File: config.mk
export PLATFORM = sky130hd
export DESIGN_NAME = txq_nak_fifo
export DESIGN_NICKNAME = d
export VERILOG_FILES = /design/src/rtl/txq_pkg.sv /design/src/rtl/txq_store.sv /design/src/rtl/txq_drain.sv /design/src/rtl/txq_flags.sv /design/src/rtl/txq_nak_fifo.sv
export SDC_FILE = /design/constraint.sdc
export NUM_CORES = 1
export LEC_CHECK = 0
export BUFFER_PORTS_ARGS = -buffer_cell sky130_fd_sc_hd__buf_2
export CORE_MARGIN = 5
export CORE_UTILIZATION = 25
export CTS_BUF_LIST = sky130_fd_sc_hd__clkbuf_4 sky130_fd_sc_hd__clkbuf_8
export DETAILED_ROUTE_END_ITERATION = 7
export PLACE_DENSITY = 0.38
export SKIP_CTS_REPAIR_TIMING = 1
export SLEW_MARGIN = 0
export SYNTH_ARGS = -nofsm -noshare
export SYNTH_HDL_FRONTEND = slang
export SYNTH_SLANG_ARGS = --single-unit
File: constraint.sdc
create_clock -name clk -period 3.5 [get_ports clk]
set_input_delay 0.525 -clock clk [delete_from_list [all_inputs] [get_ports clk]]
set_output_delay 0.525 -clock clk [all_outputs]
set_load 0.01 [all_outputs]
File: src/rtl/txq_pkg.sv
// Shared constants and types for the NAK-halting transmit queue.
// Assumes: byte-wide control and status words.
package txq_pkg;
    localparam int CTRL_EN_BIT    = 6;
    localparam int CTRL_FLUSH_BIT = 7;
    localparam int STAT_EMPTY_BIT = 4;
    localparam int STAT_FULL_BIT  = 5;
    localparam int IRQ_NAK_BIT    = 0;
    localparam int IRQ_EMPTY_BIT  = 1;
    localparam int IRQ_BITS       = 2;

    typedef enum logic [1:0] {
        DR_IDLE = 2'd0,
        DR_BUSY = 2'd1,
        DR_HALT = 2'd2
    } drain_state_e;
endpackage

File: src/rtl/txq_store.sv
// Circular byte store with occupancy count.
// Assumes: the caller never pushes when full nor pops when empty;
// clear resets both pointers and the count in one edge.
module txq_store #(
    parameter int DEPTH = 64,
    parameter int WIDTH = 8,
    localparam int AW = (DEPTH > 1) ? $clog2(DEPTH) : 1,
    localparam int LW = $clog2(DEPTH + 1)
) (
    input  logic             clk,
    input  logic             rst_n,
    input  logic             clear,
    input  logic             push,
    input  logic [WIDTH-1:0] push_data,
    input  logic             pop,
    output logic [WIDTH-1:0] head_data,
    output logic [LW-1:0]    count,
    output logic             empty,
    output logic             full
);
    logic [WIDTH-1:0] mem [DEPTH];
    logic [AW-1:0]    wr_ptr;
    logic [AW-1:0]    rd_ptr;

    function automatic logic [AW-1:0] wrap_inc(input logic [AW-1:0] p);
        return (p == AW'(DEPTH - 1)) ? '0 : p + 1'b1;
    endfunction

    // Storage write on an accepted push.
    always_ff @(posedge clk) begin
        if (push) mem[wr_ptr] <= push_data;
    end

    // Pointer and count update, cleared by reset or flush.
    always_ff @(posedge clk) begin
        if (!rst_n || clear) begin
            wr_ptr <= '0;
            rd_ptr <= '0;
            count  <= '0;
        end else begin
            if (push) wr_ptr <= wrap_inc(wr_ptr);
            if (pop)  rd_ptr <= wrap_inc(rd_ptr);
            case ({push, pop})
                2'b10:   count <= count + 1'b1;
                2'b01:   count <= count - 1'b1;
                default: count <= count;
            endcase
        end
    end

    // Head byte and occupancy flags.
    always_comb begin
        head_data = mem[rd_ptr];
        empty     = (count == '0);
        full      = (count == LW'(DEPTH));
    end
endmodule

File: src/rtl/txq_drain.sv
// Drain sequencer: offers one byte at a time, waits for the engine's
// completion, and halts on a not-acknowledge until a flush.
// Assumes: eng_done is only pulsed while a byte is in flight.
module txq_drain
    import txq_pkg::*;
(
    input  logic clk,
    input  logic rst_n,
    input  logic enable,
    input  logic clear,
    input  logic empty,
    input  logic eng_ready,
    input  logic eng_done,
    input  logic eng_nak,
    output logic eng_valid,
    output logic pop,
    output logic nak_event
);
    drain_state_e state_q, state_d;

    // Handshake outputs decoded from the current state.
    always_comb begin
        eng_valid = (state_q == DR_IDLE) && enable && !empty;
        pop       = eng_valid && eng_ready;
        nak_event = (state_q == DR_BUSY) && eng_done && eng_nak;
    end

    // Next-state selection.
    always_comb begin
        state_d = state_q;
        case (state_q)
            DR_IDLE: if (pop) state_d = DR_BUSY;
            DR_BUSY: if (eng_done) state_d = (eng_nak && !clear) ? DR_HALT : DR_IDLE;
            DR_HALT: if (clear) state_d = DR_IDLE;
            default: state_d = DR_IDLE;
        endcase
    end

    // State register.
    always_ff @(posedge clk) begin
        if (!rst_n) state_q <= DR_IDLE;
        else        state_q <= state_d;
    end
endmodule

File: src/rtl/txq_flags.sv
// Sticky interrupt bits (set wins over clear) and the overflow flag.
// Assumes: pop and push are the accepted transfers of this cycle.
module txq_flags
    import txq_pkg::*;
#(
    parameter int DEPTH = 64,
    localparam int LW = $clog2(DEPTH + 1)
) (
    input  logic                clk,
    input  logic                rst_n,
    input  logic                clear,
    input  logic                pop,
    input  logic                push,
    input  logic [LW-1:0]       count,
    input  logic                nak_event,
    input  logic                ovf_event,
    input  logic [IRQ_BITS-1:0] irq_clr,
    output logic [IRQ_BITS-1:0] irq_stat,
    output logic                overflow
);
    logic [IRQ_BITS-1:0] irq_set;

    // Interrupt causes mapped to their bit positions.
    always_comb begin
        irq_set                = '0;
        irq_set[IRQ_NAK_BIT]   = nak_event;
        irq_set[IRQ_EMPTY_BIT] = pop && !push && !clear && (count == LW'(1));
    end

    // One sticky register per interrupt bit.
    for (genvar i = 0; i < IRQ_BITS; i++) begin : g_irq
        always_ff @(posedge clk) begin
            if (!rst_n)          irq_stat[i] <= 1'b0;
            else if (irq_set[i]) irq_stat[i] <= 1'b1;
            else if (irq_clr[i]) irq_stat[i] <= 1'b0;
        end
    end

    // Overflow stays set until reset or flush.
    always_ff @(posedge clk) begin
        if (!rst_n || clear) overflow <= 1'b0;
        else if (ovf_event)  overflow <= 1'b1;
    end
endmodule

File: src/rtl/txq_nak_fifo.sv
// Transmit queue top: control decode, store, drain sequencer and flags.
// Assumes: a byte engine behind eng_valid/eng_ready/eng_done handles
// all bus timing and reports the sampled acknowledge with eng_done.
module txq_nak_fifo
    import txq_pkg::*;
#(
    parameter int DEPTH = 64,
    parameter int WIDTH = 8,
    localparam int LW = $clog2(DEPTH + 1)
) (
    input  logic                clk,
    input  logic                rst_n,
    input  logic                ctrl_wr,
    input  logic [7:0]          ctrl_wdata,
    output logic [7:0]          ctrl_rdata,
    input  logic                data_wr,
    input  logic [WIDTH-1:0]    data_wdata,
    output logic [7:0]          fifo_stat,
    output logic [IRQ_BITS-1:0] irq_stat,
    input  logic [IRQ_BITS-1:0] irq_clr,
    output logic                overflow,
    output logic [LW-1:0]       level,
    output logic                eng_valid,
    output logic [WIDTH-1:0]    eng_data,
    input  logic                eng_ready,
    input  logic                eng_done,
    input  logic                eng_nak
);
    logic en_q;
    logic flush_q;
    logic clear;
    logic push;
    logic pop;
    logic ovf_event;
    logic nak_event;
    logic empty;
    logic full;

    // Decode of this cycle's control and data writes.
    always_comb begin
        clear     = ctrl_wr && ctrl_wdata[CTRL_FLUSH_BIT];
        push      = data_wr && en_q && !full && !clear;
        ovf_event = data_wr && en_q && full && !clear;
    end

    // Switch register and the flush bit that lasts one cycle.
    always_ff @(posedge clk) begin
        if (!rst_n) begin
            en_q    <= 1'b0;
            flush_q <= 1'b0;
        end else begin
            flush_q <= clear;
            if (ctrl_wr) en_q <= ctrl_wdata[CTRL_EN_BIT];
        end
    end

    txq_store #(.DEPTH(DEPTH), .WIDTH(WIDTH)) u_store (
        .clk       (clk),
        .rst_n     (rst_n),
        .clear     (clear),
        .push      (push),
        .push_data (data_wdata),
        .pop       (pop),
        .head_data (eng_data),
        .count     (level),
        .empty     (empty),
        .full      (full)
    );

    txq_drain u_drain (
        .clk       (clk),
        .rst_n     (rst_n),
        .enable    (en_q),
        .clear     (clear),
        .empty     (empty),
        .eng_ready (eng_ready),
        .eng_done  (eng_done),
        .eng_nak   (eng_nak),
        .eng_valid (eng_valid),
        .pop       (pop),
        .nak_event (nak_event)
    );

    txq_flags #(.DEPTH(DEPTH)) u_flags (
        .clk       (clk),
        .rst_n     (rst_n),
        .clear     (clear),
        .pop       (pop),
        .push      (push),
        .count     (level),
        .nak_event (nak_event),
        .ovf_event (ovf_event),
        .irq_clr   (irq_clr),
        .irq_stat  (irq_stat),
        .overflow  (overflow)
    );

    // Readback words assembled from their bit positions.
    always_comb begin
        ctrl_rdata                 = '0;
        ctrl_rdata[CTRL_EN_BIT]    = en_q;
        ctrl_rdata[CTRL_FLUSH_BIT] = flush_q;
        fifo_stat                  = '0;
        fifo_stat[STAT_EMPTY_BIT]  = empty;
        fifo_stat[STAT_FULL_BIT]   = full;
    end
endmodule

* After elaboration in Yosys (flattened, before gate mapping) *
Memory sizes are Yosys's and may differ from the RTL's. A register that Yosys moved wholly into a read port is not among the register bits.
Cells that the tools add are included.

word-level totals
  register bits = 26
  bits in latches = 0
  memory bits (writable) = 512
  ROM bits = 0
  input port bits = 25
  output and inout bits = 35
  word-level logic and storage cells = 68
  memories = 1

cells by class
  $add $sub $neg = 4
  multiply operators = 0
  div/mod/pow operators = 0
  $lt $le $gt $ge = 0
  eq/ne operators = 11
  shift operators = 0
  multiplexer cells = 16
  bitwise logic cells = 0
  reduce and logical (&&, ||, !) cells = 27

memory list
  name         depth  bits a word  rd ports  clocked after Yosys merged registers in  wr ports  line             source
  u_store.mem  64     8            1         1                                        1         txq_store.sv:21  logic [WIDTH-1:0] mem [DEPTH];

operators by type and width
  operator                                             number
  two-way mux 6 bit                                    4
  logical AND 1 bit                                    15
  case mux 7 bit (2 select lines)                      1
  adder 6 x 1 -> 6 bit, second input constant          2
  equality test 6 bit, second input constant           2
  two-way mux 2 bit                                    4
  adder 7 x 1 -> 7 bit, second input constant          1
  equality test 7 x 1 -> 1 bit, second input constant  1
  equality test 7 bit, second input constant           1
  logical NOT 7 bit                                    1
  subtractor 7 x 1 -> 7 bit, second input constant     1
  two-way mux 1 bit                                    6
  case mux 2 bit (3 select lines)                      1
  nonzero test 2 bit                                   3
  logical NOT 1 bit                                    5
  equality test 2 x 1 -> 1 bit, second input constant  2
  equality test 2 bit, second input constant           2
  != test 2 x 1 -> 1 bit, second input constant        2
  AND reduction 3 bit                                  1
  logical NOT 2 bit                                    1
  != test 2 bit, second input constant                 1
  logical OR 1 bit                                     1

* Longest topological paths before layout *
Gate-level depths: netlist (run 1).

  word-level depth = 9
  depth in mapped cells = 12
  depth with buffers taken out = 11

* Cells and area by module *
A second synthesis (run 1) with hierarchy kept.

second synthesis, totals
  cells, all modules = 1104
  area total of the unflattened synthesis = 21788.4 um^2

by module, submodules not included
  module        times used  cells an instance  area each (um^2)  seq. area each (um^2)
  txq_store     1           1055               21310.4           15875.2
  txq_nak_fifo  1           26                 222.7             40.0
  txq_flags     1           13                 131.4             60.1
  txq_drain     1           10                 123.9             40.0

* Least setup slack after synthesis (run 1) *
No wires, ideal clock.

  path type = register to register
  start = reg u_store.count[3]
  end = reg u_store.count[5]
  setup time = 0.128 ns
  arrival time = 2.987 ns
  data required time = 3.372 ns
  setup slack = 0.385 ns
  cell stages (with the launch flop) = 13
  path buffers = 3
  period minus slack after synthesis = 3.115 ns
  path through = dfxtp_1 buf_6 or4_4 buf_6 o2111a_1 buf_6 inv_2 ha_1 or4b_2 a21oi_1 a21boi_0 xnor2_1 nor2_1

between the ends
  cells in the longest elaborated chain, start to end = 6
  elaborated cells between the ends (all ways) = 14
  classes of those cells = add/sub: 2; eq/ne: 3; mux: 1; reduce/logical: 8

RTL lines
  item                                                                   line                                 source
  start, declared                                                        txq_store.sv:17                      output logic [LW-1:0] count,
  start signal, assigned                                                 txq_store.sv:44                      2'b10: count <= count + 1'b1;
  start signal, assigned                                                 txq_store.sv:45                      2'b01: count <= count - 1'b1;
  start signal, assigned                                                 txq_store.sv:46                      default: count <= count;
  equality test 7 bit or logical NOT 7 bit (tied branches)               txq_store.sv:55, txq_store.sv:54
  logical NOT 1 bit (on tied branches)                                   txq_nak_fifo.sv:42, txq_drain.sv:23
  logical AND 1 bit (on tied branches)                                   txq_nak_fifo.sv:42, txq_drain.sv:23
  logical AND 1 bit (on tied branches)                                   txq_nak_fifo.sv:42, txq_drain.sv:24
  equality test 2 x 1 -> 1 bit or equality test 2 bit (tied branches)    txq_store.sv:43                      case ({push, pop})
  case mux 7 bit (2 select lines) or nonzero test 2 bit (tied branches)  n/a

Several ways; a longest one is shown, not always the timed one.
A chain may end at the register's enable or synchronous reset.

==> out/qor.tcl, run 1 <==
set qor(drt_iter0_markers) 868
set qor(outcome) {complete, but fails checks}
set qor(design.die.area_sq_um) 92100
set qor(total_power_w) 0.0130
set qor(slew_headroom) 0.231
set qor(grt_use_total) 0.126
set qor(grt_antenna_before_repair) 3
set qor(fin_crit_ns) 3.63
set qor(num-fill-cells) 8376
set qor(finalCritPeriodShare) 1.04
set qor(worstPathRequired_ns) 2.97
set qor(first_global_vias) 11700
set qor(multiInputGateArea_sq_um) 5370
set qor(synth_top_cells_by_count) {sky130_fd_sc_hd__edfxtp_1 (512), sky130_fd_sc_hd__mux4_2 (128), sky130_fd_sc_hd__nor2_1 (92), sky130_fd_sc_hd__mux2i_1 (38), sky130_fd_sc_hd__nand2_1 (33)}
set qor(number_of_synthesized_flops_with_an_enable_pin) 512
set qor(switching_power_w) 0.00278
set qor(power.static_leakage_nw) 8.35
set qor(holdCritPathClass) {in -> reg}
set qor(p_per_area_nw_per_um2) 490
set qor(hold_viol_final) 0
set qor(worstMarginPinSlew_ns) 1.15
set qor(internal_power_contribution_w) 0.0102
set qor(seq_area_sq_um) 16000
set qor(dp_hpwl_mm) 36.9
set qor(async_reset_ff_frac) 0
set qor(max-vdd-ir-drop_mv) 0.283
set qor(tritoncts) {built}
set qor(drc) 0
set qor(synth_largest_area_cell) {sky130_fd_sc_hd__edfxtp_1}
set qor(gpl.final_weighted_congestion) 0.744
set qor(max-cap-violations) 0
set qor(cp-start-kind) {flop}
set qor(final_critical_path_setup_slack_ns) -0.130
set qor(floorplan.initialDensity) 0.253
set qor(chip_height_um) 304
set qor(grt_residual_overflow) 0
set qor(fp.coreArea_sq_um) 85300
set qor(syn_inst) 1091
set qor(yosysTopAreaCellShare) 0.714
set qor(maximum_number_of_buffers_from_clock_root_to_sink) 3
set qor(flow.area_growth_from_synthesis_pct) 22.9
set qor(die_x_um) 304
set qor(cts.sinks) 544
set qor(clock_skew_ns) 0.0448
set qor(antenna_left) 0
set qor(seqPwrFrac) 0.549
set qor(port_buffers) 41
set qor(ys_seq_elements) 544
set qor(rows) 107
set qor(vias_per_std_cell) 4.35
set qor(syn_area_per_cell_sq_um) 19.7
set qor(setup-tns-final_ns) -0.258
set qor(setup_viol) 4
set qor(synthTopCellsByArea) {sky130_fd_sc_hd__edfxtp_1 (71%), sky130_fd_sc_hd__mux4_2 (13%), sky130_fd_sc_hd__dfxtp_1 (3.0%), sky130_fd_sc_hd__mux2i_1 (1.8%), sky130_fd_sc_hd__nor2_1 (1.6%)}
set qor(rsz_0062_raised_after_global_routing) {true}
set qor(timing.final.max_slew_violations) 0
set qor(failing_checks) {negative setup slack}
set qor(final_nets) 1365
set qor(mappedNetlistArea_sq_um) 21500
set qor(cts_buffers) 95
set qor(wire_per_inst_um) 23.1
set qor(global_route_wire_length_before_repair_mm) 83.5
set qor(clk_root_buffer_cell) {sky130_fd_sc_hd__clkbuf_8}
set qor(synth_most_common_cell) {sky130_fd_sc_hd__edfxtp_1}
set qor(path_clk_slew_ns) 0.06
set qor(num_io_pins) 60
set qor(holdWs_ns) 0.0943
set qor(synth_seq_area_share) 0.744
set qor(synthDistinctLibCells) 61
set qor(max_freq_mhz) 276
set qor(worstPathArrival_ns) 3.10
set qor(path_max_fanout) 14
set qor(drt-total-wl_mm) 58.9
set qor(vias) 11100
set qor(grt_start_max_net_pins) 65
set qor(htree_levels) 3
set qor(setup.worst_path.class) {reg -> out}
set qor(clockPowerShare) 0.435
set qor(share_comb_of_total_power) 0.016
set qor(synth.yosys.warnings) 0
set qor(clk_latency_ns) 0.69
set qor(detailedRoute.firstPassIterationCount) 6
set qor(switching_share) 0.214
set qor(drive_gt1_frac) 0.389
set qor(worst_setup_path_end_kind) {output pin}
set qor(postSynth.topFlopCell) {sky130_fd_sc_hd__edfxtp_1}
==> worst paths after layout <==
path                       startpoint             endpoint  slack (ns)  cells past startpoint
setup reg to reg     u_store.count[3]     u_store.count[5]        0.48                      9
setup / recovery                 flop          eng_data[1]       -0.13                      9
hold / removal          ctrl_wdata[7]              flush_q        0.09                      2
hold reg to reg   u_flags.irq_stat[0]  u_flags.irq_stat[0]        0.48                      2
==> flip-flops by register name, summed over array words and instances, names as in the netlist, named ones only <==
name	flops
en_q	1
flush_q	1
u_drain.state_q	2
u_flags.irq_stat	2
u_flags.overflow	1
u_store.count	7
u_store.mem	512
u_store.rd_ptr	6
u_store.wr_ptr	6
==> cell usage in the layout, fill, tap and decap left out, drive strengths merged, types with 8 or more instances in the layout <==
cell    instances
nand3          20
conb           12
clkinv         34
a21oi          10
nand2          36
buf           202
xnor2           8
nor2b          15
o22ai          12
mux4          128
o21ai          10
nor2           93
edfxtp        512
inv             8
clkbuf        138
ha              8
mux2i          38
dfxtp          32
==> layer usage <==
layer  track usage  part of all wire
met1         0.177              0.47
met2         0.198              0.47
met3        0.0225             0.041
met4        0.0417             0.022
met5             0                 0
==> power groups by stage <==
stage	registers, W	logic, W	clock network (W)
after global placement	0.00725	0.000205	0
after detailed placement	0.00725	0.000210	0
after global routing	0.00711	0.000234	0.00617
after floorplan	0.00726	0.0000633	0
final	0.00712	0.000211	0.00564
after CTS	0.00712	0.000211	0.00584
==> stage by stage <==
step / area (sq um) / utilization / cells / setup WS [ns]
2_1_floorplan: 21600 / - / 1102 / 0.385
3_3_place_gp: 23900 / 0.280 / 2347 / 0.227
3_5_place_dp: 23900 / 0.280 / 2347 / 0.223
4_1_cts: 25700 / 0.302 / 2519 / -0.553
5_1_grt: 26500 / 0.310 / 2553 / -0.216
6_report: 26500 / 0.310 / 2553 / -0.130
==> worst max-delay path, stage by stage, from the launching register on <==
cell and delay, ns:
sky130_fd_sc_hd__dfxtp_4 0.37, sky130_fd_sc_hd__buf_12 0.16, sky130_fd_sc_hd__buf_16 0.16, sky130_fd_sc_hd__buf_6 0.25, sky130_fd_sc_hd__mux4_2 0.55, sky130_fd_sc_hd__mux2i_1 0.31, sky130_fd_sc_hd__nand2_1 0.09, sky130_fd_sc_hd__nand4b_1 0.20
sky130_fd_sc_hd__o41ai_2 0.13, sky130_fd_sc_hd__buf_2 0.16
==> cells by family (layout without fill, tap and decap cells) <==
| kind of cell | Yosys count | after routing | synth area share |
|---|---|---|---|
| xor gates and xnor gates | 15 | 15 | 0.00610 |
| muxes | 169 | 169 | 0.153 |
| and+or+nand+nor | 206 | 206 | 0.0468 |
| other | 1 | 14 | 0.000174 |
| AOI/OAI and AO/OA | 69 | 69 | 0.0235 |
| adders and majority gates | 8 | 8 | 0.00465 |
| buffers and inverters | 79 | 384 | 0.0222 |
| DFF | 544 | 544 | 0.744 |
==> final cells by class <==
cell class | instances | share of cell area
Inverter | 7 | 0.000993
Timing Repair Buffer | 205 | 0.0672
Sequential cell | 544 | 0.606
Tap cell | 1144 | 0.0541
Clock inverter | 37 | 0.00704
Multi-Input combinational cell | 479 | 0.203
Antenna cell | 2 | 0.000189
Clock buffer | 135 | 0.0622
No activity file was read; power rests on OpenSTA's default activity.
==> inputs of run 2 (changes only) <==
Settings changed: CORE_MARGIN 5 to 2, CORE_UTILIZATION 25 to 45, PLACE_DENSITY 0.38 to 0.6.
==> run 2 against run 1 <==
  * The run now ends clean
  * Die area down 46%
  * Non-clock buffer count is 56 lower
  * Combinational power down 15%
  * Via count down 1.7%
  * Sequential cell count unchanged
  * Cell area is 5.3% lower
  * Count of clock-buffer cells in the layout fell by 16
  * Final cell count decreased by 24%
  * First-iteration DRC count up 23%
  * Critical path depth down 2
==> out/qor.tcl, run 2 (synthesized netlist as in run 1, its figures left out) <==
set qor(top_registers) {u_store.mem x512, u_store.count x7}
set qor(fp.coreArea_sq_um) 47400
set qor(global_route_wire_length_before_repair_mm) 69.8
set qor(power.static_leakage_nw) 7.95
set qor(htree_levels) 3
set qor(setup_viol) 0
set qor(drive_gt1_frac) 0.346
set qor(setup-tns-final_ns) 0
set qor(worstPathRequired_ns) 2.97
set qor(rsz_0062_raised_after_global_routing) {true}
set qor(slew_headroom) 0.141
set qor(wire_per_inst_um) 24.8
set qor(p_per_area_nw_per_um2) 507
set qor(maximum_number_of_buffers_from_clock_root_to_sink) 3
set qor(finalCritPeriodShare) 0.994
set qor(flow.area_growth_from_synthesis_pct) 16.3
set qor(holdWs_ns) 0.149
set qor(worst_setup_path_end_kind) {output pin}
set qor(drc) 0
set qor(rows) 80
set qor(dp_hpwl_mm) 28.9
set qor(antenna_left) 0
set qor(fin_crit_ns) 3.48
set qor(port_buffers) 41
set qor(cts.sinks) 544
set qor(gpl.final_weighted_congestion) 0.818
set qor(cp-start-kind) {flop}
set qor(vias_per_std_cell) 5.59
set qor(design.die.area_sq_um) 49600
set qor(grt_start_max_net_pins) 65
set qor(total_inserted_antenna_cells) 0
set qor(setup.worst_path.class) {reg -> out}
set qor(max-cap-violations) 0
set qor(drt-total-wl_mm) 48.4
set qor(drt_iter0_markers) 1065
set qor(grt_use_total) 0.193
set qor(cts_buffers) 89
set qor(outcome) {finished clean}
set qor(clk_root_buffer_cell) {sky130_fd_sc_hd__clkbuf_8}
set qor(largest_register_ff_count) 512
set qor(hold_viol_final) 0
set qor(path_clk_slew_ns) 0.06
set qor(detailedRoute.firstPassIterationCount) 5
set qor(chip_height_um) 223
set qor(final_cell_mix) {sky130_fd_sc_hd__edfxtp_1 (512), sky130_fd_sc_hd__mux4_2 (128), sky130_fd_sc_hd__clkbuf_8 (92)}
set qor(tritoncts) {built}
set qor(timing.final.max_slew_violations) 0
set qor(max_freq_mhz) 288
set qor(floorplan.initialDensity) 0.454
set qor(die_x_um) 223
set qor(path_max_fanout) 7
set qor(grt_residual_overflow) 0
set qor(worstMarginPinSlew_ns) 1.29
set qor(vias) 10900
set qor(first_global_vias) 11000
set qor(max-vdd-ir-drop_mv) 0.236
set qor(worstPathArrival_ns) 2.95
set qor(clk_latency_ns) 0.66
set qor(holdCritPathClass) {in -> reg}
set qor(top_register) {u_store.mem}
set qor(final_common_cell) {sky130_fd_sc_hd__edfxtp_1}
set qor(num_io_pins) 60
set qor(clock_skew_ns) 0.0313
set qor(grt_antenna_before_repair) 0
set qor(final_nets) 1303
-- run 2: cell count changes in the layout (fill, tap and decap cells not counted), sizes merged --
cell | before | now
clkbuf | 138 | 123
buf | 202 | 145
diode | 2 | 0
bufinv | 0 | 3
clkinv | 34 | 31
inv | 8 | 11
clkinvlp | 2 | 1
-- run 2: stage by stage --
step | instances | util | cell area (sq um) | worst slack, ns | power (W)
finish | 1952 | 0.528 | 25100 | 0.0223 | 0.0127
global route | 1952 | 0.528 | 25100 | -0.0570 | 0.0131
CTS | 1919 | 0.517 | 24500 | -0.190 | 0.0128
detailed placement | 1761 | 0.481 | 22800 | 0.332 | 0.00743
global placement | 1761 | 0.481 | 22800 | 0.401 | 0.00742
floorplan | 1102 | - | 21600 | 0.385 | 0.00732
-- run 2: worst max-delay path, stage by stage (launching register included) --
cell	delay (ns)
sky130_fd_sc_hd__dfxtp_4	0.48
sky130_fd_sc_hd__buf_12	0.18
sky130_fd_sc_hd__mux4_2	0.52
sky130_fd_sc_hd__mux4_2	0.54
sky130_fd_sc_hd__nor2_2	0.12
sky130_fd_sc_hd__nand4b_1	0.18
sky130_fd_sc_hd__o41ai_1	0.14
sky130_fd_sc_hd__buf_2	0.16
-- run 2: final timing paths --
kind / startpoint / endpoint / slack (ns) / cells past startpoint
max reg2reg: u_store.count[0] / u_store.mem[44][4] / 0.31 / 7
max: flop / eng_data[1] / 0.02 / 7
min reg2reg: u_flags.irq_stat[1] / u_flags.irq_stat[1] / 0.48 / 2
min: ctrl_wdata[7] / flush_q / 0.15 / 2
-- run 2: layout make-up --
type / instances / area, sq um
tap: 615 / 769
inverter: 7 / 26.3
clock inverter: 39 / 268
clock buffer: 119 / 1470
timing repair buffer: 149 / 1300
fill: 3753 / 22400
multi-input combinational: 479 / 5200
sequential: 544 / 16000
-- run 2: power breakdown --
group / internal (W) / switching (W)
clock network: 0.00296 / 0.00245
registers: 0.00712 / 0.00000423
logic: 0.0000405 / 0.000140
total: 0.0101 / 0.00259
-- run 2: per-layer routing --
metal  vias to the layer above  GRT usage  part of all wire
met4                         0     0.0595             0.020
met5                         -          0                 0
met1                      5676      0.271              0.43
met3                        79     0.0405             0.063
li1                       4772          -                 -
met2                       385      0.305              0.48
